--- config.mk ---
export PLATFORM = sky130hd
export DESIGN_NAME = wdog_top
export DESIGN_NICKNAME = d
export VERILOG_FILES = /design/src/rtl/wdog_pkg.sv /design/src/rtl/wdog_dp.sv /design/src/rtl/wdog_ctrl.sv /design/src/rtl/wdog_top.sv
export SDC_FILE = /design/constraint.sdc
export NUM_CORES = 1
export LEC_CHECK = 0
export BUFFER_PORTS_ARGS = -buffer_cell sky130_fd_sc_hd__buf_2
export CAP_MARGIN = 25
export CORE_MARGIN = 2
export CORE_UTILIZATION = 29
export CTS_BUF_LIST = sky130_fd_sc_hd__clkbuf_8
export DETAILED_ROUTE_END_ITERATION = 12
export GPL_ROUTABILITY_DRIVEN = 0
export PLACE_DENSITY = 0.46
export REMOVE_ABC_BUFFERS = 1
export SLEW_MARGIN = 15
export SYNTH_ARGS = -nofsm -noshare
export SYNTH_HDL_FRONTEND = slang
export SYNTH_HIERARCHICAL = 1
export SYNTH_SLANG_ARGS = --single-unit
--- constraint.sdc ---
create_clock -name clk -period 4.5 [get_ports clk]
set_clock_uncertainty 0.15 [all_clocks]
set_input_delay 0.45 -clock clk [delete_from_list [all_inputs] [get_ports clk]]
set_output_delay 0.45 -clock clk [all_outputs]
set_load 0.01 [all_outputs]
--- src/rtl/wdog_pkg.sv ---
package wdog_pkg;
  localparam int ADDR_W = 2;
  localparam int DATA_W = 8;
  localparam logic [ADDR_W-1:0] ADDR_CTRL   = 2'd0;
  localparam logic [ADDR_W-1:0] ADDR_RELOAD = 2'd1;
  localparam logic [ADDR_W-1:0] ADDR_KEY    = 2'd2;

  // strobes from control to datapath
  typedef struct packed {
    logic run;    // advance divider/prescaler/counter
    logic clear;  // force all timing state to zero
    logic load;   // load counter, zero divider and prescaler
  } dpCmd_t;
endpackage

--- src/rtl/wdog_dp.sv ---
module wdog_dp
  import wdog_pkg::*;
#(
  parameter int DIV_RATIO = 12,
  parameter int PRE_BITS  = 11,
  parameter int CNT_BITS  = 8
) (
  input  logic                clk,
  input  logic                rstN,
  input  dpCmd_t              cmd,
  input  logic [CNT_BITS-1:0] loadVal,
  output logic                overflow
);
  localparam int DIV_W = (DIV_RATIO > 1) ? $clog2(DIV_RATIO) : 1;

  logic                tick;
  logic                preWrap;
  logic [PRE_BITS-1:0] preCnt;
  logic [CNT_BITS-1:0] stepCnt;

  generate
    if (DIV_RATIO > 1) begin : g_div
      logic [DIV_W-1:0] divCnt;
      assign tick = cmd.run && (divCnt == DIV_W'(DIV_RATIO - 1));
      always_ff @(posedge clk or negedge rstN) begin
        if (!rstN) divCnt <= '0;
        else if (cmd.clear || cmd.load) divCnt <= '0;
        else if (tick) divCnt <= '0;
        else if (cmd.run) divCnt <= divCnt + 1'b1;
      end
    end else begin : g_nodiv
      assign tick = cmd.run;
    end
  endgenerate

  assign preWrap = tick && (&preCnt);

  always_ff @(posedge clk or negedge rstN) begin
    if (!rstN) preCnt <= '0;
    else if (cmd.clear || cmd.load) preCnt <= '0;
    else if (tick) preCnt <= preCnt + 1'b1;
  end

  always_ff @(posedge clk or negedge rstN) begin
    if (!rstN) stepCnt <= '0;
    else if (cmd.clear) stepCnt <= '0;
    else if (cmd.load) stepCnt <= loadVal;
    else if (preWrap) stepCnt <= stepCnt + 1'b1;
  end

  // control masks this with same-cycle reloads and key writes
  assign overflow = preWrap && (&stepCnt);
endmodule

--- src/rtl/wdog_ctrl.sv ---
module wdog_ctrl
  import wdog_pkg::*;
#(
  parameter logic [DATA_W-1:0] KEY_VALUE = 8'h55
) (
  input  logic              clk,
  input  logic              rstN,
  input  logic              wrEn,
  input  logic [ADDR_W-1:0] wrAddr,
  input  logic [DATA_W-1:0] wrData,
  input  logic              overflow,
  output dpCmd_t            cmd,
  output logic              resetReq,
  output logic              armed,
  output logic              active
);
  logic keyHit, armWr, reloadOk, timeout;

  assign keyHit   = wrEn && (wrAddr == ADDR_KEY) && (wrData == KEY_VALUE);
  assign armWr    = wrEn && (wrAddr == ADDR_CTRL) && wrData[0];
  assign reloadOk = wrEn && (wrAddr == ADDR_RELOAD) && armed;
  assign timeout  = overflow && !reloadOk && !keyHit;

  always_comb begin
    cmd.run   = active;
    cmd.load  = reloadOk;
    cmd.clear = keyHit || timeout || (armWr && !active);
  end

  always_ff @(posedge clk or negedge rstN) begin
    if (!rstN) begin
      active   <= 1'b0;
      armed    <= 1'b0;
      resetReq <= 1'b0;
    end else begin
      resetReq <= 1'b0;
      if (keyHit) begin
        active <= 1'b0;
        armed  <= 1'b0;
      end else if (reloadOk) begin
        armed  <= 1'b0;
      end else if (timeout) begin
        active   <= 1'b0;
        armed    <= 1'b0;
        resetReq <= 1'b1;
      end else if (armWr) begin
        active <= 1'b1;
        armed  <= 1'b1;
      end
    end
  end
endmodule

--- src/rtl/wdog_top.sv ---
module wdog_top
  import wdog_pkg::*;
#(
  parameter int DIV_RATIO = 12,
  parameter int PRE_BITS  = 11,
  parameter int CNT_BITS  = 8,
  parameter logic [7:0] KEY_VALUE = 8'h55
) (
  input  logic       clk,
  input  logic       rstN,
  input  logic       wrEn,
  input  logic [1:0] wrAddr,
  input  logic [7:0] wrData,
  output logic       resetReq,
  output logic       armed,
  output logic       active
);
  dpCmd_t cmd;
  logic   overflow;

  wdog_ctrl #(.KEY_VALUE(KEY_VALUE)) u_ctrl (
    .clk(clk), .rstN(rstN), .wrEn(wrEn), .wrAddr(wrAddr), .wrData(wrData),
    .overflow(overflow), .cmd(cmd), .resetReq(resetReq), .armed(armed),
    .active(active)
  );

  wdog_dp #(.DIV_RATIO(DIV_RATIO), .PRE_BITS(PRE_BITS), .CNT_BITS(CNT_BITS)) u_dp (
    .clk(clk), .rstN(rstN), .cmd(cmd), .loadVal(wrData[CNT_BITS-1:0]),
    .overflow(overflow)
  );
endmodule

==> impl_metrics.csv <==
group,metric,value,unit
run_status,status,"completed",
route,drt-initial-drc-count,55,
synth,synth_ff_type,"dfrtp_1",
timing,setup_ws,1178,ps
cells_and_area,drive_above_1_share,14.88,%
floorplan,rows,26,
grt,first_global_vias,1123,
power_and_ir_drop,peakVddDrop,162.5,uV
critical_path,critPathLaunchType,"register",
timing,period_needed,3322,ps
cells_and_area,fillCellCount,526,
floorplan,start_util,29.60,%
timing,fin_crit_sh,73.81,%
timing,hold_viol_final,0,
cells_and_area,seqCellArea,650.6,um2
grt,grt-ovfl-total,0,
route,via_per_inst,5.004,
critical_path,crit_required,4510,ps
cells_and_area,multiInputGateArea,760.7,um2
min_path,worstHoldPathType,"in -> async",
timing,finalSetupTns,0,ps
floorplan,io_pins,16,
critical_path,arrival,3330,ps
floorplan,die_x,75.75,um
power_and_ir_drop,power.density,394.8,mW/mm2
timing,setup_viol,0,
critical_path,rrSetupSlack,1180,ps
synth,ys_types,39,
route,num_vias,1191,
critical_path,rr_startpoint,"u_ctrl/active$_DFFE_PN0P_",
clock_tree,clk_latency,270,ps
critical_path,worstSetupEndpoint,"u_dp/preCnt[7]$_DFFE_PN0P_",
route,first_pass_iters,4,
power_and_ir_drop,total_power,0.6496,mW
synth,synth_area_per_cell,9.508,um2
clock_tree,htree_num_levels,1,
route,ant_nets,0,
clock_tree,cts_root_buf,"clkbuf_8",
placement,numPortBuffers,15,
timing,slew_violations,0,
floorplan,die_h,75.75,um
synth,ys_ff_latch,26,
placement,post-dp-hpwl,2351,um
synth,synthArstFlopShare,100.0,%
synth,synth_commonest_cells,"26 x dfrtp_1, 24 x nor2_1, 13 x nand2_1",
grt,antenna_found_initial,0,
critical_path,r2r_cells,9,
grt,grt_pass1_wl,5278,um
placement,pre_cts_ws,1199,ps
clock_tree,numCtsBuffers,3,
cells_and_area,syn_to_final_growth,10.23,%
floorplan,die_area,0.005737,mm2
synth,synthCells,157,
route,drc,0,
clock_tree,clk_pin_slew_worst_paths,90,ps
synth,synth_top_area_cell,"dfrtp_1",
clock_tree,numClockSinks,26,
cells_and_area,insertedDiodeCount,0,
flow_run,max_cap_violations,0,
critical_path,critPathMaxFanout,11,
cells_and_area,fin_area,0.001645,mm2
clock_tree,clock_path_buffers,2,
timing,hold_ws,27.47,ps
timing,slew_headroom,50.26,%
timing,rsz0062_at_grt,"false",
critical_path,worst_r2r_endpoint,"u_dp/preCnt[7]$_DFFE_PN0P_",
placement,placedCellCount,235,
synth,yosysTopAreaCellShare,43.59,%
critical_path,startpoint,"u_ctrl/active$_DFFE_PN0P_",
synth,synth_area_leaders,"dfrtp_1 44%, nor2_1 6.0%, xnor2_1 4.7%",
clock_tree,cts_resized,0,
cells_and_area,utilization,32.63,%
grt,grt_max_degree,27,
critical_path,worstSetupEndpointType,"register",
floorplan,coreArea,0.005042,mm2
synth,seq_area_frac_synth,43.59,%
timing,worst_slew_pin_slew,739.3,ps
synth,ys_warn_count,6,
clock_tree,hold_buffers,0,
critical_path,path_class,"reg -> reg",
clock_tree,cts_setup_buffers,0,
clock_tree,cts_tree,"done",
synth,synth.most_common_cell,"dfrtp_1",
grt,grt_usage,12.12,%
power_and_ir_drop,p_leak,0.7085,nW
synth,syn_area,0.001493,mm2
route,drt_wl_total,3222,um
timing,timing.fmax,301.1,MHz
synth,synth_edf_count,0,
cells_and_area,instances_no_fill,238,
route,wl_per_cell,13.54,um
placement,placed_area,0.001604,mm2
cells_and_area,nets,186,
sequential cells by signal, indices dropped and copies added, names as in the netlist:
name	cells
u_ctrl/resetReq	1
u_ctrl/armed	1
u_dp/stepCnt	8
u_dp/g_div.divCnt	4
u_ctrl/active	1
u_dp/preCnt	11
final cells by class:
| type | count | area share [%] |
|---|---|---|
| Clock buffer | 3 | 2.510 |
| Inverter | 8 | 1.825 |
| Multi-Input combinational cell | 116 | 46.24 |
| Sequential cell | 26 | 39.54 |
| Tap cell | 70 | 5.323 |
| Timing Repair Buffer | 15 | 4.563 |
layer usage:
layer / vias up / track usage [%] / share of wire, %
met5: - / 0 / 0
met4: 0 / 3.704 / 1.6
met3: 7 / 2.778 / 4.0
met2: 28 / 19.16 / 45
met1: 563 / 16.49 / 49
li1: 593 / - / -
cells in the final DEF (no fill, tap or decap), drive strengths merged, types with 4 or more instances in the layout:
master   netlist  layout
nand4          4       4
nand3          5       5
inv            8       8
nor3           6       6
a311oi         5       5
dfrtp         26      26
xnor2          8       8
nor2          24      24
o21ai          4       4
xor2           4       4
or3            5       5
a2111oi        5       5
buf            3      15
nand2         13      13
worst min-delay path by stage:
stage / startpoint / end / slack [ps] / cells past startpoint
after floorplan: rstN / u_ctrl/active$_DFFE_PN0P_ / 4 / 0
after global placement: rstN / u_dp/preCnt[5]$_DFFE_PN0P_ / 350 / 1
after global routing: rstN / u_dp/preCnt[5]$_DFFE_PN0P_ / 80 / 1
after CTS: rstN / u_dp/preCnt[8]$_DFFE_PN0P_ / 60 / 1
final: rstN / u_dp/preCnt[8]$_DFFE_PN0P_ / 30 / 1
after detailed placement: rstN / u_dp/preCnt[5]$_DFFE_PN0P_ / 360 / 1
cells by family (layout without fill, tap and decap cells):
| kind of cell | after synthesis | count (layout) | synth area share (%) |
|---|---|---|---|
| simple gates | 77 | 77 | 29.00 |
| flops | 26 | 26 | 43.59 |
| compound gates | 22 | 22 | 11.06 |
| buf+inv | 15 | 26 | 5.448 |
| xor+xnor | 12 | 12 | 7.041 |
| fa+ha+maj | 3 | 3 | 2.515 |
| mux | 2 | 2 | 1.341 |
worst max-delay path, stage by stage (launching register included):
cell       delay [ps]
dfrtp_1           530
nand3b_2          200
or4_4             600
nor3_1            400
nand2_1           130
nand3b_1          330
nor2_1            120
a2111oi_0         510
xnor2_1           180
nor2_1             50
power breakdown:
| part | leakage [nW] | switching (mW) | internal [mW] | total [mW] |
|---|---|---|---|---|
| combinational | 0.360 | 0.0870 | 0.0773 | 0.164 |
| sequential | 0.327 | 0.0606 | 0.292 | 0.353 |
| clock | 0.0216 | 0.0727 | 0.0600 | 0.133 |
(Power assumes the default switching activity.)
